`config.mk`:
```
export PLATFORM = sky130hd
export DESIGN_NAME = ic_ctrl
export DESIGN_NICKNAME = d
export VERILOG_FILES = /design/src/rtl/ic_pkg.sv /design/src/rtl/ic_req_flags.sv /design/src/rtl/ic_sfr_regs.sv /design/src/rtl/ic_arbiter.sv /design/src/rtl/ic_ctrl.sv
export SDC_FILE = /design/constraint.sdc
export NUM_CORES = 1
export LEC_CHECK = 0
export ABC_AREA = 1
export BUFFER_PORTS_ARGS = -buffer_cell sky130_fd_sc_hd__buf_2
export CAP_MARGIN = 5
export CORE_MARGIN = 3
export CORE_UTILIZATION = 50
export DETAILED_ROUTE_END_ITERATION = 10
export GPL_ROUTABILITY_DRIVEN = 1
export PLACE_DENSITY = 0.7
export RECOVER_POWER = 25
export SLEW_MARGIN = 20
export SYNTH_ARGS = -nofsm -noshare
export SYNTH_HDL_FRONTEND = slang
export SYNTH_HIERARCHICAL = 1
export SYNTH_SLANG_ARGS = --single-unit
```
`constraint.sdc`:
```
create_clock -name clk -period 14.4 [get_ports clk]
set_input_delay 2.88 -clock clk [delete_from_list [all_inputs] [get_ports clk]]
set_output_delay 2.88 -clock clk [all_outputs]
set_load 0.02 [all_outputs]
```
`src/rtl/ic_pkg.sv`:
```
package ic_pkg;
  localparam int NSRC  = 11;
  localparam int NGRP  = 6;
  localparam int NLVL  = 4;
  localparam int LVL_W = $clog2(NLVL);
  localparam int IDX_W = $clog2(NSRC);
  localparam int SFR_W = 8;
  localparam int HI_W  = NSRC - SFR_W;

  typedef logic [NSRC-1:0]  src_vec_t;
  typedef logic [LVL_W-1:0] lvl_t;
  typedef logic [IDX_W-1:0] idx_t;
  typedef logic [SFR_W-1:0] byte_t;

  localparam int S_EXT0 = 0;
  localparam int S_TMR0 = 1;
  localparam int S_EXT1 = 2;
  localparam int S_TMR1 = 3;
  localparam int S_SER0 = 4;
  localparam int S_SER1 = 5;
  localparam int S_EXT2 = 6;
  localparam int S_EXT3 = 7;
  localparam int S_EXT4 = 8;
  localparam int S_EXT5 = 9;
  localparam int S_EXT6 = 10;

  localparam byte_t A_EN_MAIN = 8'hA8;
  localparam byte_t A_EN_EXT  = 8'hB8;
  localparam byte_t A_EN_AUX  = 8'h9A;
  localparam byte_t A_PRI_LO  = 8'hA9;
  localparam byte_t A_PRI_HI  = 8'hB9;
  localparam byte_t A_REQ_LO  = 8'hC0;
  localparam byte_t A_REQ_HI  = 8'hC1;

  // main enable: bit 5 has no storage
  localparam byte_t MAIN_KEEP = 8'hDF;

  // flags of lines fed by several events survive an acknowledge
  localparam src_vec_t SHARED =
    src_vec_t'((1 << S_EXT2) | (1 << S_EXT4) | (1 << S_EXT6));

  function automatic int grp_of(input int i);
    return i % NGRP;
  endfunction
endpackage

```
`src/rtl/ic_req_flags.sv`:
```
module ic_req_flags
  import ic_pkg::*;
(
  input  logic       clk,
  input  logic       rst_n,
  input  logic       tick_i,
  input  logic       ext0_i,
  input  logic       ext1_i,
  input  logic       tmr0_i,
  input  logic       tmr1_i,
  input  logic       ser0_i,
  input  logic       ser1_i,
  input  logic       ext3_i,
  input  logic       ext5_i,
  input  logic [1:0] wcol_i,
  input  logic       spi_i,
  input  logic       lock_i,
  input  logic       xfer_i,
  input  logic       sec_i,
  input  logic       wdog_i,
  input  logic       wr_lo_i,
  input  logic       wr_hi_i,
  input  byte_t      wdata_i,
  input  src_vec_t   ack_clr_i,
  output src_vec_t   flags_o
);
  src_vec_t flags_q, flags_d, cond;
  logic     lock_q, lock_d;

  // condition of each source at this sample
  always_comb begin
    cond         = '0;
    cond[S_EXT0] = ext0_i;
    cond[S_TMR0] = tmr0_i;
    cond[S_EXT1] = ext1_i;
    cond[S_TMR1] = tmr1_i;
    cond[S_SER0] = ser0_i;
    cond[S_SER1] = ser1_i;
    cond[S_EXT2] = (|wcol_i) | spi_i;
    cond[S_EXT3] = ext3_i;
    cond[S_EXT4] = lock_i ^ lock_q;
    cond[S_EXT5] = ext5_i;
    cond[S_EXT6] = xfer_i | sec_i | wdog_i;
  end

  // software load, then acknowledge clear, then capture (capture wins)
  always_comb begin
    flags_d = flags_q;
    if (wr_lo_i) flags_d[SFR_W-1:0] = wdata_i;
    if (wr_hi_i) flags_d[NSRC-1:SFR_W] = wdata_i[HI_W-1:0];
    flags_d = flags_d & ~ack_clr_i;
    if (tick_i) flags_d = flags_d | cond;
    lock_d = tick_i ? lock_i : lock_q;
  end

  always_ff @(posedge clk or negedge rst_n) begin
    if (!rst_n) begin
      flags_q <= '0;
      lock_q  <= 1'b0;
    end else begin
      flags_q <= flags_d;
      lock_q  <= lock_d;
    end
  end

  assign flags_o = flags_q;
endmodule

```
`src/rtl/ic_sfr_regs.sv`:
```
module ic_sfr_regs
  import ic_pkg::*;
(
  input  logic            clk,
  input  logic            rst_n,
  input  byte_t           addr_i,
  input  logic            wr_i,
  input  byte_t           wdata_i,
  input  src_vec_t        flags_i,
  output src_vec_t        en_o,
  output logic            glob_o,
  output logic [NGRP-1:0] plo_o,
  output logic [NGRP-1:0] phi_o,
  output byte_t           rdata_o,
  output logic            req_wr_lo_o,
  output logic            req_wr_hi_o,
  output logic            cfg_wr_o
);
  localparam int EXT_N = 5;

  byte_t            main_q, main_d;
  logic [EXT_N-1:0] ext_q, ext_d;
  logic             aux_q, aux_d;
  logic [NGRP-1:0]  plo_q, plo_d, phi_q, phi_d;
  logic             hit_main, hit_ext, hit_aux, hit_plo, hit_phi;

  assign hit_main    = wr_i && (addr_i == A_EN_MAIN);
  assign hit_ext     = wr_i && (addr_i == A_EN_EXT);
  assign hit_aux     = wr_i && (addr_i == A_EN_AUX);
  assign hit_plo     = wr_i && (addr_i == A_PRI_LO);
  assign hit_phi     = wr_i && (addr_i == A_PRI_HI);
  assign req_wr_lo_o = wr_i && (addr_i == A_REQ_LO);
  assign req_wr_hi_o = wr_i && (addr_i == A_REQ_HI);
  assign cfg_wr_o    = hit_main | hit_ext | hit_aux | hit_plo | hit_phi;

  always_comb begin
    main_d = main_q;
    ext_d  = ext_q;
    aux_d  = aux_q;
    plo_d  = plo_q;
    phi_d  = phi_q;
    if (hit_main) main_d = wdata_i & MAIN_KEEP;
    if (hit_ext)  ext_d  = wdata_i[EXT_N:1];
    if (hit_aux)  aux_d  = wdata_i[0];
    if (hit_plo)  plo_d  = wdata_i[NGRP-1:0];
    if (hit_phi)  phi_d  = wdata_i[NGRP-1:0];
  end

  always_ff @(posedge clk or negedge rst_n) begin
    if (!rst_n) begin
      main_q <= '0;
      ext_q  <= '0;
      aux_q  <= 1'b0;
      plo_q  <= '0;
      phi_q  <= '0;
    end else begin
      main_q <= main_d;
      ext_q  <= ext_d;
      aux_q  <= aux_d;
      plo_q  <= plo_d;
      phi_q  <= phi_d;
    end
  end

  always_comb begin
    en_o         = '0;
    en_o[S_EXT0] = main_q[0];
    en_o[S_TMR0] = main_q[1];
    en_o[S_EXT1] = main_q[2];
    en_o[S_TMR1] = main_q[3];
    en_o[S_SER0] = main_q[4];
    en_o[S_SER1] = aux_q;
    en_o[S_EXT2] = ext_q[0];
    en_o[S_EXT3] = ext_q[1];
    en_o[S_EXT4] = ext_q[2];
    en_o[S_EXT5] = ext_q[3];
    en_o[S_EXT6] = ext_q[4];
  end

  assign glob_o = main_q[SFR_W-1];
  assign plo_o  = plo_q;
  assign phi_o  = phi_q;

  always_comb begin
    rdata_o = '0;
    unique case (addr_i)
      A_EN_MAIN: rdata_o = main_q;
      A_EN_EXT:  rdata_o[EXT_N:1] = ext_q;
      A_EN_AUX:  rdata_o[0] = aux_q;
      A_PRI_LO:  rdata_o[NGRP-1:0] = plo_q;
      A_PRI_HI:  rdata_o[NGRP-1:0] = phi_q;
      A_REQ_LO:  rdata_o = flags_i[SFR_W-1:0];
      A_REQ_HI:  rdata_o[HI_W-1:0] = flags_i[NSRC-1:SFR_W];
      default:   rdata_o = '0;
    endcase
  end
endmodule

```
`src/rtl/ic_arbiter.sv`:
```
module ic_arbiter
  import ic_pkg::*;
(
  input  src_vec_t        flags_i,
  input  src_vec_t        en_i,
  input  logic            glob_i,
  input  logic [NGRP-1:0] plo_i,
  input  logic [NGRP-1:0] phi_i,
  output logic            valid_o,
  output idx_t            idx_o,
  output lvl_t            lvl_o
);
  lvl_t     lvl_of [NSRC];
  src_vec_t req;

  for (genvar i = 0; i < NSRC; i++) begin : g_lvl
    assign lvl_of[i] = {phi_i[grp_of(i)], plo_i[grp_of(i)]};
  end

  assign req = flags_i & en_i & {NSRC{glob_i}};

  // scan in polling order; only a strictly higher level displaces
  always_comb begin
    valid_o = 1'b0;
    idx_o   = '0;
    lvl_o   = '0;
    for (int i = 0; i < NSRC; i++) begin
      if (req[i] && (!valid_o || (lvl_of[i] > lvl_o))) begin
        valid_o = 1'b1;
        idx_o   = idx_t'(i);
        lvl_o   = lvl_of[i];
      end
    end
  end
endmodule

```
`src/rtl/ic_ctrl.sv`:
```
module ic_ctrl
  import ic_pkg::*;
#(
  parameter int VEC_W      = 8,
  parameter int VEC_BASE   = 3,
  parameter int VEC_STRIDE = 8
) (
  input  logic             clk,
  input  logic             rst_n,
  input  logic             mc_tick_i,
  input  logic [7:0]       sfr_addr_i,
  input  logic             sfr_wr_i,
  input  logic [7:0]       sfr_wdata_i,
  output logic [7:0]       sfr_rdata_o,
  input  logic             ext0_i,
  input  logic             ext1_i,
  input  logic             tmr0_ovf_i,
  input  logic             tmr1_ovf_i,
  input  logic             ser0_i,
  input  logic             ser1_i,
  input  logic             ext3_i,
  input  logic             ext5_i,
  input  logic [1:0]       wcol_i,
  input  logic             spi_i,
  input  logic             lock_i,
  input  logic             xfer_busy_i,
  input  logic             sec_tick_i,
  input  logic             wdog_warn_i,
  input  logic             bound_i,
  input  logic             reti_i,
  output logic             call_o,
  output logic [VEC_W-1:0] vec_o
);
  src_vec_t        flags, en, ack_clr;
  logic            glob_en, req_wr_lo, req_wr_hi, cfg_wr;
  logic [NGRP-1:0] plo, phi;
  logic            cand_valid;
  idx_t            cand_idx;
  lvl_t            cand_lvl;

  logic [NLVL-1:0] isr_q, isr_d;
  logic            hold_q, hold_d;
  logic            call_q, call_d;
  logic [VEC_W-1:0] vec_q, vec_d;
  logic            top_valid, blocked, above, take;
  lvl_t            top_lvl;

  ic_sfr_regs u_regs (
    .clk         (clk),
    .rst_n       (rst_n),
    .addr_i      (sfr_addr_i),
    .wr_i        (sfr_wr_i),
    .wdata_i     (sfr_wdata_i),
    .flags_i     (flags),
    .en_o        (en),
    .glob_o      (glob_en),
    .plo_o       (plo),
    .phi_o       (phi),
    .rdata_o     (sfr_rdata_o),
    .req_wr_lo_o (req_wr_lo),
    .req_wr_hi_o (req_wr_hi),
    .cfg_wr_o    (cfg_wr)
  );

  ic_req_flags u_flags (
    .clk       (clk),
    .rst_n     (rst_n),
    .tick_i    (mc_tick_i),
    .ext0_i    (ext0_i),
    .ext1_i    (ext1_i),
    .tmr0_i    (tmr0_ovf_i),
    .tmr1_i    (tmr1_ovf_i),
    .ser0_i    (ser0_i),
    .ser1_i    (ser1_i),
    .ext3_i    (ext3_i),
    .ext5_i    (ext5_i),
    .wcol_i    (wcol_i),
    .spi_i     (spi_i),
    .lock_i    (lock_i),
    .xfer_i    (xfer_busy_i),
    .sec_i     (sec_tick_i),
    .wdog_i    (wdog_warn_i),
    .wr_lo_i   (req_wr_lo),
    .wr_hi_i   (req_wr_hi),
    .wdata_i   (sfr_wdata_i),
    .ack_clr_i (ack_clr),
    .flags_o   (flags)
  );

  ic_arbiter u_arb (
    .flags_i (flags),
    .en_i    (en),
    .glob_i  (glob_en),
    .plo_i   (plo),
    .phi_i   (phi),
    .valid_o (cand_valid),
    .idx_o   (cand_idx),
    .lvl_o   (cand_lvl)
  );

  // highest level currently in service
  always_comb begin
    top_valid = 1'b0;
    top_lvl   = '0;
    for (int l = 0; l < NLVL; l++) begin
      if (isr_q[l]) begin
        top_valid = 1'b1;
        top_lvl   = lvl_t'(l);
      end
    end
  end

  assign blocked = hold_q | cfg_wr | reti_i;
  assign above   = !top_valid || (cand_lvl > top_lvl);
  assign take    = bound_i && !blocked && cand_valid && above;
  assign ack_clr = take ? ((src_vec_t'(1) << cand_idx) & ~SHARED) : '0;

  always_comb begin
    isr_d = isr_q;
    if (take)
      isr_d[cand_lvl] = 1'b1;
    else if (bound_i && reti_i && top_valid)
      isr_d[top_lvl] = 1'b0;
    hold_d = bound_i ? 1'b0 : (hold_q | cfg_wr);
    call_d = take;
    vec_d  = VEC_W'(VEC_BASE + VEC_STRIDE * int'(cand_idx));
  end

  always_ff @(posedge clk or negedge rst_n) begin
    if (!rst_n) begin
      isr_q  <= '0;
      hold_q <= 1'b0;
      call_q <= 1'b0;
      vec_q  <= '0;
    end else begin
      isr_q  <= isr_d;
      hold_q <= hold_d;
      call_q <= call_d;
      if (take) vec_q <= vec_d;
    end
  end

  assign call_o = call_q;
  assign vec_o  = vec_q;
endmodule

```
; Word level (Yosys, flattened, before mapping)
; Cells that the tools add are included.
[op_classes]
add_sub_neg = 1
n_lt_le_gt_ge = 15
eq_ne = 7
shifts = 1
n_mux = 54
n_bitwise = 18
n_reduce_logical = 49
[ops]
columns = operator, n
row1 = == test 8 bit (second input constant), 7
row2 = AND 11 bit, 3
row3 = two-way mux 2 bit, 15
row4 = logical AND 1 bit, 24
row5 = greater-than comparator 2 bit, 11
row6 = two-way mux 1 bit, 20
row7 = two-way mux 4 bit, 5
row8 = two-way mux 3 bit, 5
row9 = one-hot mux 3 bit (5 select lines), 1
row10 = zero test 1 bit, 12
row11 = one-hot mux 2 bit (6 select lines), 1
row12 = logical OR 1 bit, 11
row13 = two-way mux 11 bit, 1
row14 = NOT 10 -> 11 bit, 1
row15 = bitwise OR 11 bit, 1
row16 = two-way mux 10 bit, 1
row17 = << shifter 1 x 4 -> 10 bit (first input constant), 1
row18 = bitwise OR 1 bit, 9
row19 = adder 2 x 7 -> 8 bit (first input constant), 1
row20 = two-way mux 8 bit, 1
row21 = less-than comparator 2 x 3 -> 1 bit (second input constant), 2
row22 = one-hot mux 1 bit (6 select lines), 1
row23 = AND 4 bit, 1
row24 = demux 1 bit (select 2 bit), 2
row25 = 7 further kinds, 8
[word_totals]
register_bits = 51
in_bits = 37
out_inout_bits = 17
word_cells = 156

; Depth between registers and ports, before layout
; Gate-level depths: netlist of the first run.
[logic_depth]
depth_word = 51
mapped_depth = 98
depth_no_buf = 97

; By module
; Netlist of the first run, hierarchy kept.
[by_module_without_submodules]
columns = mod, n_inst, cells_per_inst, area_per_inst_um2, seq_area_each_um2
row1 = ic_sfr_regs, 1, 222, 1561.5, 625.6
row2 = ic_arbiter, 1, 204, 1208.7, 0.0
row3 = ic_ctrl, 1, 93, 724.4, 275.3
row4 = ic_req_flags, 1, 113, 714.4, 300.3

; Least setup slack after synthesis of the first run
; Ideal clock, no wire load.
[synth_path]
path_type = register to register
from = register u_regs.main_q[0]
to = register u_flags.flags_q[0], in the netlist u_flags/flags_o[0]
setup_time_ns = 0.117
arrival_time_ns = 10.547
required_ns = 14.283
slack_ns = 3.736
path_stages_with_launch = 94
path_buffers = 1
period_less_slack_ns = 10.664
cell_sequence = dfrtp_1 -> buf_4 -> nand3_2 -> nor2_1 -> inv_1 -> ha_1 -> nand2_1 -> nand2_1 -> nand2_1 -> nand2_2 -> nand2_2 -> nand2_1 -> and2_1 -> ha_1 -> inv_1 -> nor2_1 -> o21ai_0 -> nand2_1 -> (+58 left out) -> ha_1 -> inv_1 -> nor2_1 -> o21ai_0 -> a21oi_2 -> inv_1 -> nand3_1 -> nand2_1 -> inv_1 -> ha_1 -> nand2_1 -> nand2_1 -> nand2_4 -> nand3_4 -> nor2_1 -> clkinv_1 -> nand3_1 -> nand2_1
[synth_via]
elab_chain_len = 51
word_cells_on_any_way = 84
[synth_lines]
columns = element, line
row1 = "start, declared", ic_sfr_regs.sv:21  ; byte_t main_q, main_d;
row2 = "start signal, assigned", ic_sfr_regs.sv:57  ; main_q <= main_d;
row3 = AND 11 bit * (2 in a row), ic_arbiter.sv:20  ; assign req = flags_i & en_i & {NSRC{glob_i}};
row4 = two-way mux 2 bit / two-way mux 1 bit (equally long branches), ic_arbiter.sv:28  ; if (req[i] && (!valid_o || (lvl_of[i] > lvl_o))) begin
row5 = greater-than comparator 2 bit / zero test 1 bit (equally long branches), ic_arbiter.sv:28
row6 = logical OR 1 bit, ic_arbiter.sv:28
row7 = logical AND 1 bit, ic_arbiter.sv:28
row8 = two-way mux 2 bit / two-way mux 1 bit (equally long branches), ic_arbiter.sv:28
row9 = greater-than comparator 2 bit / zero test 1 bit (equally long branches), ic_arbiter.sv:28
row10 = logical OR 1 bit, ic_arbiter.sv:28
row11 = (+34 left out), --
row12 = net cand_lvl[0], ic_ctrl.sv:39  ; lvl_t cand_lvl;
row13 = (+2 left out), --
row14 = logical AND 1 bit *, ic_ctrl.sv:115  ; assign take = bound_i && !blocked && cand_valid && above;
row15 = two-way mux 10 bit *, ic_ctrl.sv:116  ; assign ack_clr = take ? ((src_vec_t'(1) << cand_idx) & ~SHARED) : '0;
row16 = net ack_clr[0], ic_ctrl.sv:34  ; src_vec_t flags, en, ack_clr;
row17 = NOT 10 -> 11 bit *, ic_req_flags.sv:51  ; flags_d = flags_d & ~ack_clr_i;
row18 = AND 11 bit *, ic_req_flags.sv:51
row19 = bitwise OR 11 bit, ic_req_flags.sv:52  ; if (tick_i) flags_d = flags_d | cond;
row20 = two-way mux 11 bit *, ic_req_flags.sv:52
row21 = net u_flags.flags_d[0], ic_req_flags.sv:27  ; src_vec_t flags_q, flags_d, cond;
row22 = "end signal, assigned", ic_req_flags.sv:61  ; flags_q <= flags_d;
row23 = "end, declared", ic_req_flags.sv:27
; Mark *: on every way through the listed nets, which the timed path passes. The rest lies on a longest branch.
; A chain may end at the register's enable or synchronous reset.

; Worst setup path in the final report of the first run
[layout_path]
from = register u_regs.main_q[7]
to = register u_flags.flags_q[5], in the netlist u_flags/flags_o[5]
[layout_via]
elab_chain_len = 50
word_cells_on_any_way = 83
[layout_lines]
columns = element, line
row1 = AND 11 bit *, ic_arbiter.sv:20
row2 = two-way mux 2 bit / two-way mux 1 bit (equally long branches), ic_arbiter.sv:28
row3 = greater-than comparator 2 bit / zero test 1 bit (equally long branches), ic_arbiter.sv:28
row4 = logical OR 1 bit, ic_arbiter.sv:28
row5 = logical AND 1 bit, ic_arbiter.sv:28
row6 = two-way mux 2 bit / two-way mux 1 bit (equally long branches), ic_arbiter.sv:28
row7 = greater-than comparator 2 bit / zero test 1 bit (equally long branches), ic_arbiter.sv:28
row8 = logical OR 1 bit, ic_arbiter.sv:28
row9 = (+34 left out), --
row10 = net cand_lvl[0], ic_ctrl.sv:39
row11 = (+2 left out), --
row12 = logical AND 1 bit *, ic_ctrl.sv:115
row13 = two-way mux 10 bit *, ic_ctrl.sv:116
row14 = net ack_clr[5], ic_ctrl.sv:34
row15 = NOT 10 -> 11 bit *, ic_req_flags.sv:51
row16 = AND 11 bit *, ic_req_flags.sv:51
row17 = bitwise OR 11 bit, ic_req_flags.sv:52
row18 = two-way mux 11 bit *, ic_req_flags.sv:52
row19 = net u_flags.flags_d[5], ic_req_flags.sv:27
; Marked as above.

==> impl_metrics.toml, run 1 <==
[outcome]
status = "finished, violations left"
violations = "capacitance limit, slew limit"

[yosys]
synth_top_area_share_pct = 28.5
synth_compound_area_share_pct = 6.96
synth_top_family_by_area = "simple AND/OR/NAND/NOR gates"
synth.largest_area_cell = "dfrtp_1"
synthesis.area_mm2 = 0.00421
synth.top_cells.by_area = "dfrtp_1 (29%), nand2_1 (17%), inv_1 (9.2%)"
netlist_instances = 632
synth_fa_ha_area_share_pct = 5.95
yosys.area_share.simple_pct = 44.5
ys_seq_area_share_pct = 28.5
syn_avg_cell_area_um2 = 6.66
synth-seq-cells = 48
ys_types = 35
synth_mux_area_share_pct = 0
synth-xor-area-share_pct = 0
ys_warn_count = 6

[drt]
drtPass1Iterations = 5
routed_via_density = 5.14
drtIter0Drc = 263
wl_per_cell_um = 13.7
wirelength_mm = 10.7
drc = 0
ant_nets = 0
vias = 4002

[power_and_ir_drop]
p_int_uw = 282
peakVddDrop_uv = 52.8
p_seq_share_pct = 34.6
clkPwrFrac_pct = 19.4
pwr-share-comb_pct = 46.1
switchingPower_uw = 218
power_uw = 499
netSwitchingFraction_pct = 43.6
p_per_area_mw_per_mm2 = 109
p_leak_uw = 0.00267

[final_layout]
num-nets-final = 733
area_delta_synth_final_pct = 8.56
seq_area_mm2 = 0.00120
fin_area_mm2 = 0.00457
multi_input_area_mm2 = 0.00243
drive_above_1_share_pct = 18.8
n_fill_cell = 789
n_antenna_cell = 0

[critical_path]
cp-start-kind = "flip-flop"
end_kind = "flip-flop"
path_max_fanout = 13
arrival_ns = 12.66
cpMaxStageDelayCell = "dfrtp_1"
max_stage_delay_ns = 0.72
cpMostUsedCell = "nand2_1"
required_ns = 14.60
critPathKind = "reg -> reg"

[cts]
cts_made_buffers = 5
path_clk_slew_ns = 0.09
cts.sinks = 48
cts_resized = 0
clock_path_buffers = 2
cts_tree = "built"
clock_latency_ns = 0.30
cts_setup_buffers = 0
cts_max_level = 2
cts_root_buffer = "clkbuf_8"
ctsHoldBuffers = 0

[placed_design]
hpwl_mm = 8.55
postPlaceCellArea_mm2 = 0.00446
numPortBuffers = 51
routabilityCongestion = 0.872

[timing]
max_freq_mhz = 80.2
tightest_slew_ns = 2.54
fin_crit_sh_pct = 86.6
period_needed_ns = 12.46
relSlewSlack_pct = -69.2
setup_viol = 0
rsz0062_at_grt = "no"
hold_violations = 0
fin_tns_setup_ns = 0
drv_slew = 49
fin_worst_skew_ns = 0.00398

[floorplan]
die-width_um = 97.8
die_y_um = 97.8
std_cell_rows = 32
design.portCount = 54
coreArea_mm2 = 0.00793
initial_core_util_pct = 53.1
die_area_mm2 = 0.00956

[grt]
overflow = 0
grt_pass1_vias = 3874
grt_pass1_wl_mm = 17.9
grt_start_max_net_pins = 49
grtUsageTotal_pct = 22.7
antenna_found_initial = 0

[hold_path]
min_path_type = "reg -> reg"

[flow_run]
max_cap_violations = 1
[routing by layer]
layer | up-vias | GRT usage, % | part of all wire (%)
li1 | 2038 | - | -
met1 | 1835 | 28.8 | 44
met2 | 113 | 40.2 | 49
met3 | 16 | 2.57 | 5.1
met4 | 0 | 7.24 | 1.8
met5 | - | 0 | 0
[worst paths after layout]
path                                         startpoint                            to  slack (ns)  depth (start not counted)
setup / recovery           u_regs/main_q[7]$_DFFE_PN0P_  u_flags/flags_o[5]$_DFF_PN0_        1.94                         92
hold / removal                     vec_o[6]$_DFFE_PN0P_          vec_o[6]$_DFFE_PN0P_        0.48                          2
setup reg to reg           u_regs/main_q[7]$_DFFE_PN0P_  u_flags/flags_o[5]$_DFF_PN0_        1.94                         92
hold reg to reg                    vec_o[6]$_DFFE_PN0P_          vec_o[6]$_DFFE_PN0P_        0.48                          2
max in group asynchronous                         rst_n   u_regs/phi_o[0]$_DFFE_PN0P_        9.61                          1
min in group asynchronous                         rst_n          isr_q[2]$_DFFE_PN0P_        3.36                          1
[metrics by stage]
stage | worst slack [ns] | util, % | hold WS (ns) | instances
3_5_place_dp | 2.08 | 56.3 | 0.460 | 771
6_report | 1.94 | 57.6 | 0.477 | 779
3_3_place_gp | 2.50 | 56.3 | 0.454 | 771
4_1_cts | 2.01 | 57.7 | 0.482 | 779
5_1_grt | 0.576 | 57.6 | 0.525 | 779
2_1_floorplan | 3.74 | - | 0.462 | 636
[flip-flops by register name, indices dropped and copies added (netlist names)]
signal	count
u_flags/lock_q	1
isr_q	4
u_regs/phi_o	6
u_regs/main_q	7
u_regs/ext_q	5
u_regs/plo_o	6
u_flags/flags_o	11
call_o	1
hold_q	1
vec_o	5
u_regs/aux_q	1
[placed cells by master (no fill, tap or decap), types with 2 or more instances in the layout]
cell and n:
nand2_4 6, nand2_1 192, nand4_2 2, nand3_2 13
clkbuf_8 5, o21ai_1 7, ha_1 20, a21oi_1 3
nand2_2 18, nor2_4 6, and2_1 4, nor2_2 3
nand3_1 71, clkinv_2 2, clkinv_1 8, inv_2 4
dfrtp_1 48, conb_1 5, buf_2 49, o31ai_1 4
nand3_4 6, inv_1 103, o21ai_0 32, o21ai_2 5
nor2_1 47, clkbuf_1 3, or2_2 2
[worst max-delay path: cells and delay by family (launching register included)]
family | cells | cell delay (ns)
and+or+nand+nor | 55 | 5.81
adders and majority gates | 11 | 3.00
AOI/OAI and AO/OA | 12 | 1.84
buffers and inverters | 14 | 0.95
DFF | 1 | 0.72
[synth_stat cells]
library cell	n
a21oi_1	3
a21oi_2	1
and2_1	4
and2_2	1
buf_2	3
buf_4	11
buf_6	4
clkinv_1	8
clkinv_2	1
conb_1	1
dfrtp_1	48
ha_1	20
inv_1	103
inv_2	4
inv_6	1
nand2_1	192
nand2_2	18
nand2_4	6
nand3_1	71
nand3_2	13
nand3_4	6
nand3b_1	1
nand4_1	1
nand4_2	2
nor2_1	47
nor2_2	3
nor2_4	6
nor2_8	1
o21ai_0	32
o21ai_1	7
o21ai_2	5
o31ai_1	4
or2_1	1
or2_2	2
or2_4	1
[final cells by class]
type / count / share of cell area (%)
Clock buffer: 6 / 1.59
Timing Repair Buffer: 51 / 5.53
Inverter: 117 / 9.75
Multi-Input combinational cell: 453 / 53.3
Tap cell: 102 / 2.79
Clock inverter: 2 / 0.767
Sequential cell: 48 / 26.3
[kinds of logic after synthesis]
family,count (synthesis)
other,1
DFF,48
and+or+nand+nor,376
adders and majority gates,20
AOI/OAI and AO/OA,52
buffers and inverters,135
[power groups by stage]
| stage | Clock (µW) | Combinational [µW] | Sequential, µW |
|---|---|---|---|
| after CTS | 97.9 | 230 | 172 |
| final | 96.8 | 230 | 173 |
| after detailed placement | 0 | 228 | 175 |
| after global placement | 0 | 220 | 174 |
| after global routing | 103 | 261 | 175 |
| after floorplan | 0 | 173 | 176 |
Note: power is estimated with default switching activity, not from simulation.
==> run 2: changes to the inputs <==
--- a/config.mk
+++ b/config.mk
@@ -8,6 +8,7 @@
 export ABC_AREA = 1
 export BUFFER_PORTS_ARGS = -buffer_cell sky130_fd_sc_hd__buf_2
 export CAP_MARGIN = 5
+export CORE_ASPECT_RATIO = 0.8
 export CORE_MARGIN = 3
 export CORE_UTILIZATION = 50
 export DETAILED_ROUTE_END_ITERATION = 10
==> impl_metrics.toml, run 2 (same netlist as run 1, synthesis figures left out) <==
[power_and_ir_drop]
peakVddDrop_uv = 82.7
p_per_area_mw_per_mm2 = 110
power_uw = 504
p_leak_uw = 0.00267

[cts]
cts_max_level = 2
cts_root_buffer = "clkbuf_8"
cts_setup_buffers = 0
path_clk_slew_ns = 0.10
clock_path_buffers = 2
ctsHoldBuffers = 0
cts_resized = 0
cts_made_buffers = 5
cts.sinks = 48
cts_tree = "built"
clock_latency_ns = 0.31

[timing]
fin_worst_skew_ns = 0.0107
fin_crit_sh_pct = 85.8
tightest_slew_ns = 2.69
drv_slew = 49
relSlewSlack_pct = -79.1
period_needed_ns = 12.35
hold_violations = 0
rsz0062_at_grt = "no"
whs_ns = 0.477
fin_tns_setup_ns = 0
setup_viol = 0
max_freq_mhz = 81.0

[grt]
grt_start_max_net_pins = 49
grt_pass1_wl_mm = 18.0
grtUsageTotal_pct = 24.0
overflow = 0
grt_pass1_vias = 3703
antenna_found_initial = 0

[drt]
drtPass1Iterations = 6
wirelength_mm = 10.9
drtIter0Drc = 362
wl_met2_mm = 4.87
dr_wl_met3_um = 888
vias = 3981
routed_via_density = 5.06
ant_nets = 0
wl_per_cell_um = 13.9
drt-met1-wl_mm = 5.06
drc = 0
highest_layer = "met4"

[floorplan]
coreArea_mm2 = 0.00806
std_cell_rows = 29
die_area_mm2 = 0.00956
die_y_um = 88.1
design.portCount = 54
die-width_um = 109
initial_core_util_pct = 52.3

[critical_path]
cpMostUsedCell = "nand2_1"
r2r.worst_path.cells = 92
cpMaxStageDelayCell = "dfrtp_1"
path_max_fanout = 13
max_stage_delay_ns = 0.68
timing.rr.end = "u_flags/flags_o[7]$_DFF_PN0_"
cp-start-kind = "flip-flop"
required_ns = 14.61
rr_startpoint = "u_regs/main_q[7]$_DFFE_PN0P_"
arrival_ns = 12.56
critPathKind = "reg -> reg"
regToRegSetupSlack_ns = 2.05
end_kind = "flip-flop"

[final_layout]
final_common_cell = "nand2_1"
area_delta_synth_final_pct = 9.07
n_fill_cell = 819
largest_reg_flops = 11
drive_above_1_share_pct = 19.0
num-nets-final = 734
fin_area_mm2 = 0.00459
layout_common_cells = "nand2_1 (192), inv_1 (103), nand3_1 (71)"
n_antenna_cell = 0

[outcome]
violations = "capacitance limit, slew limit"
status = "finished, violations left"

[placed_design]
numPortBuffers = 51
routabilityCongestion = 0.949
hpwl_mm = 8.67
postPlaceCellArea_mm2 = 0.00448

[hold_path]
min_to = "vec_o[4]$_DFFE_PN0P_"
whs_path_depth = 2
hold_start = "vec_o[4]$_DFFE_PN0P_"
min_path_type = "reg -> reg"

[flow_run]
max_cap_violations = 1
## run 2: changes by cell type in the layout (fill, tap and decap cells not counted)
cell,delta
clkbuf_1,-1
clkinv_2,-1
buf_2,+1
clkinv_4,+2
## run 2: layout make-up
type	count	area [µm²]	share of cell area, %
clock buffer	5	68.8	1.50
clock inverter	3	47.5	1.04
inverter	117	445	9.70
multi-input combinational	453	2430	53.0
sequential	48	1200	26.2
tap	108	135	2.94
timing repair buffer	52	258	5.61
## run 2: how the worst max path moves through the flow
stage | start | endpoint | slack, ns | depth (start not counted)
floorplan | u_regs/main_q[0]$_DFFE_PN0P_ | u_flags/flags_o[0]$_DFF_PN0_ | 3.74 | 93
detailed placement | u_regs/main_q[7]$_DFFE_PN0P_ | u_flags/flags_o[0]$_DFF_PN0_ | 2.24 | 92
global placement | u_regs/main_q[7]$_DFFE_PN0P_ | u_flags/flags_o[0]$_DFF_PN0_ | 2.73 | 93
finish | u_regs/main_q[7]$_DFFE_PN0P_ | u_flags/flags_o[7]$_DFF_PN0_ | 2.05 | 92
CTS | u_regs/main_q[7]$_DFFE_PN0P_ | u_flags/flags_o[0]$_DFF_PN0_ | 2.20 | 92
global route | u_regs/main_q[7]$_DFFE_PN0P_ | u_flags/flags_o[7]$_DFF_PN0_ | 0.78 | 96
## run 2: metal layers
metal  vias up  track usage [%]
met5         -                0
met4         0             4.70
met3        10             4.05
met1      1790             34.2
met2       147             38.9
li1       2034                -
## run 2: worst max-delay path, delay by kind of cell (launching register included)
family	cells	cell delay, ns
AO/OA/AOI/OAI	12	1.77
buffers and inverters	14	1.03
adder cells (fa/ha/maj)	11	3.02
flip-flops	1	0.68
AND/OR/NAND/NOR	55	5.76
## run 2: power breakdown
group	internal, µW	leakage, µW	switching, µW
clock	52.4	0.0000583	49.8
sequential	154	0.000584	19.6
combinational	76.3	0.00203	151
## run 2: stage by stage
stage	utilization (%)	setup WS [ns]	cells
2_1_floorplan	-	3.74	636
3_3_place_gp	55.6	2.73	778
3_5_place_dp	55.6	2.24	778
4_1_cts	57.1	2.20	786
5_1_grt	57.0	0.776	786
6_report	57.0	2.05	786
==> run 3: changes to the inputs <==
--- a/config.mk
+++ b/config.mk
@@ -8,12 +8,14 @@
 export ABC_AREA = 1
 export BUFFER_PORTS_ARGS = -buffer_cell sky130_fd_sc_hd__buf_2
 export CAP_MARGIN = 5
+export CELL_PAD_IN_SITES_DETAIL_PLACEMENT = 0
+export CELL_PAD_IN_SITES_GLOBAL_PLACEMENT = 1
 export CORE_ASPECT_RATIO = 0.8
 export CORE_MARGIN = 3
-export CORE_UTILIZATION = 50
+export CORE_UTILIZATION = 42
 export DETAILED_ROUTE_END_ITERATION = 10
 export GPL_ROUTABILITY_DRIVEN = 1
-export PLACE_DENSITY = 0.7
+export PLACE_DENSITY_LB_ADDON = 0.1
 export RECOVER_POWER = 25
 export SLEW_MARGIN = 20
 export SYNTH_ARGS = -nofsm -noshare
==> impl_metrics.toml, run 3 (same netlist as run 1, synthesis figures left out) <==
[drt]
drtPass1Iterations = 5
wirelength_mm = 11.5
routed_via_density = 4.84
ant_nets = 0
drtIter0Drc = 245
drc = 0
vias = 3942
wl_per_cell_um = 14.2

[floorplan]
initial_core_util_pct = 43.4
design.portCount = 54
std_cell_rows = 32
coreArea_mm2 = 0.00969
die_y_um = 95.5
die-width_um = 118
die_area_mm2 = 0.0113

[power_and_ir_drop]
p_seq_share_pct = 32.1
pwr-share-comb_pct = 41.9
p_per_area_mw_per_mm2 = 116
peakVddDrop_uv = 73.5
switchingPower_uw = 225
p_leak_uw = 0.00270
p_int_uw = 317
netSwitchingFraction_pct = 41.5
clkPwrFrac_pct = 26.0

[final_layout]
n_antenna_cell = 0
layout_common_cells = "nand2_1 (192), inv_1 (103), nand3_1 (71)"
area_delta_synth_final_pct = 11.4
largest_reg_flops = 11
n_fill_cell = 1047
drive_above_1_share_pct = 19.0
num-nets-final = 734
utilization_pct = 48.4
final_common_cell = "nand2_1"
fin_area_mm2 = 0.00469

[grt]
antenna_found_initial = 0
grt_start_max_net_pins = 49
grt_pass1_vias = 3630
grtUsageTotal_pct = 20.9
overflow = 0
grt_pass1_wl_mm = 18.7
grt_busiest_layer = "met2"
grtUsageMet3_pct = 3.38
grt.met1_usage_pct = 31.0
use_met2_pct = 32.1

[critical_path]
cp-start-kind = "flip-flop"
cpMaxStageDelayCell = "dfrtp_1"
regToRegSetupSlack_ns = 2.07
timing.rr.end = "u_flags/flags_o[7]$_DFF_PN0_"
max_stage_delay_ns = 0.69
arrival_ns = 12.52
rr_startpoint = "u_regs/main_q[7]$_DFFE_PN0P_"
path_max_fanout = 13
critPathKind = "reg -> reg"
cpMostUsedCell = "nand2_1"
required_ns = 14.59
r2r.worst_path.cells = 92
end_kind = "flip-flop"

[timing]
fin_worst_skew_ns = 0.00542
rsz0062_at_grt = "no"
tightest_slew_ns = 2.71
hold_violations = 0
max_freq_mhz = 81.1
fin_crit_sh_pct = 85.6
period_needed_ns = 12.33
fin_tns_setup_ns = 0
setup_viol = 0
relSlewSlack_pct = -80.5
drv_slew = 49

[flow_run]
max_cap_violations = 1

[placed_design]
numPortBuffers = 51
routabilityCongestion = 0.872
postPlaceCellArea_mm2 = 0.00451
hpwl_mm = 9.07

[cts]
clock_path_buffers = 2
cts_tree = "built"
cts.sinks = 48
clock_latency_ns = 0.29
cts_root_buffer = "clkbuf_16"
cts_resized = 0
ctsHoldBuffers = 0
cts_made_buffers = 5
cts_max_level = 2
path_clk_slew_ns = 0.07
cts_setup_buffers = 0

[hold_path]
whs_path_depth = 2
min_to = "vec_o[6]$_DFFE_PN0P_"
min_path_type = "reg -> reg"
hold_start = "vec_o[6]$_DFFE_PN0P_"

[outcome]
status = "finished, violations left"
violations = "capacitance limit, slew limit"
run 3: cell count changes in the layout (fill, tap and decap cells not counted), sizes merged:
cell / delta
clkbuf: +1
clkinv: -1
run 3: power groups by stage:
stage	sequential (µW)	clock [µW]	combinational (µW)
floorplan	176	0	173
global placement	176	0	224
detailed placement	177	0	226
CTS	174	143	228
global route	177	150	260
finish	174	141	228
run 3: final cells by class:
type | instances | area, µm² | area share (%)
tap | 136 | 170 | 3.63
timing repair buffer | 52 | 258 | 5.50
sequential | 48 | 1200 | 25.6
clock inverter | 2 | 38.8 | 0.828
multi-input combinational | 453 | 2430 | 51.9
clock buffer | 6 | 139 | 2.96
inverter | 117 | 445 | 9.50
run 3: routing by layer:
metal	part of all wire (%)	vias to the layer above	routed length (µm)
li1	-	2038	-
met1	51	1802	5890
met2	43	91	4930
met3	5.1	11	590
met4	0.97	0	112
met5	0	-	0
run 3: worst max-delay path by stage:
stage | from | to | slack [ns]
3_3_place_gp | u_regs/main_q[7]$_DFFE_PN0P_ | u_flags/flags_o[0]$_DFF_PN0_ | 2.46
4_1_cts | u_regs/main_q[7]$_DFFE_PN0P_ | u_flags/flags_o[7]$_DFF_PN0_ | 2.08
6_report | u_regs/main_q[7]$_DFFE_PN0P_ | u_flags/flags_o[7]$_DFF_PN0_ | 2.07
5_1_grt | u_regs/main_q[7]$_DFFE_PN0P_ | u_flags/flags_o[7]$_DFF_PN0_ | 0.77
2_1_floorplan | u_regs/main_q[0]$_DFFE_PN0P_ | u_flags/flags_o[0]$_DFF_PN0_ | 3.74
3_5_place_dp | u_regs/main_q[7]$_DFFE_PN0P_ | u_flags/flags_o[7]$_DFF_PN0_ | 2.15
run 3: per-stage QoR:
stage / total power [µW] / hold WS, ns / instances / setup slack (ns)
CTS: 546 / 0.479 / 814 / 2.08
finish: 543 / 0.484 / 814 / 2.07
global placement: 400 / 0.455 / 806 / 2.46
global route: 587 / 0.529 / 814 / 0.774
detailed placement: 403 / 0.460 / 806 / 2.15
floorplan: 349 / 0.462 / 636 / 3.74
run 3: worst max-delay path: cells and delay by family (launching register included):
family / cells / cell delay [ns]
AOI/OAI and AO/OA: 12 / 1.83
buffers and inverters: 14 / 0.97
and+or+nand+nor: 55 / 5.70
adders and majority gates: 11 / 3.02
DFF: 1 / 0.69
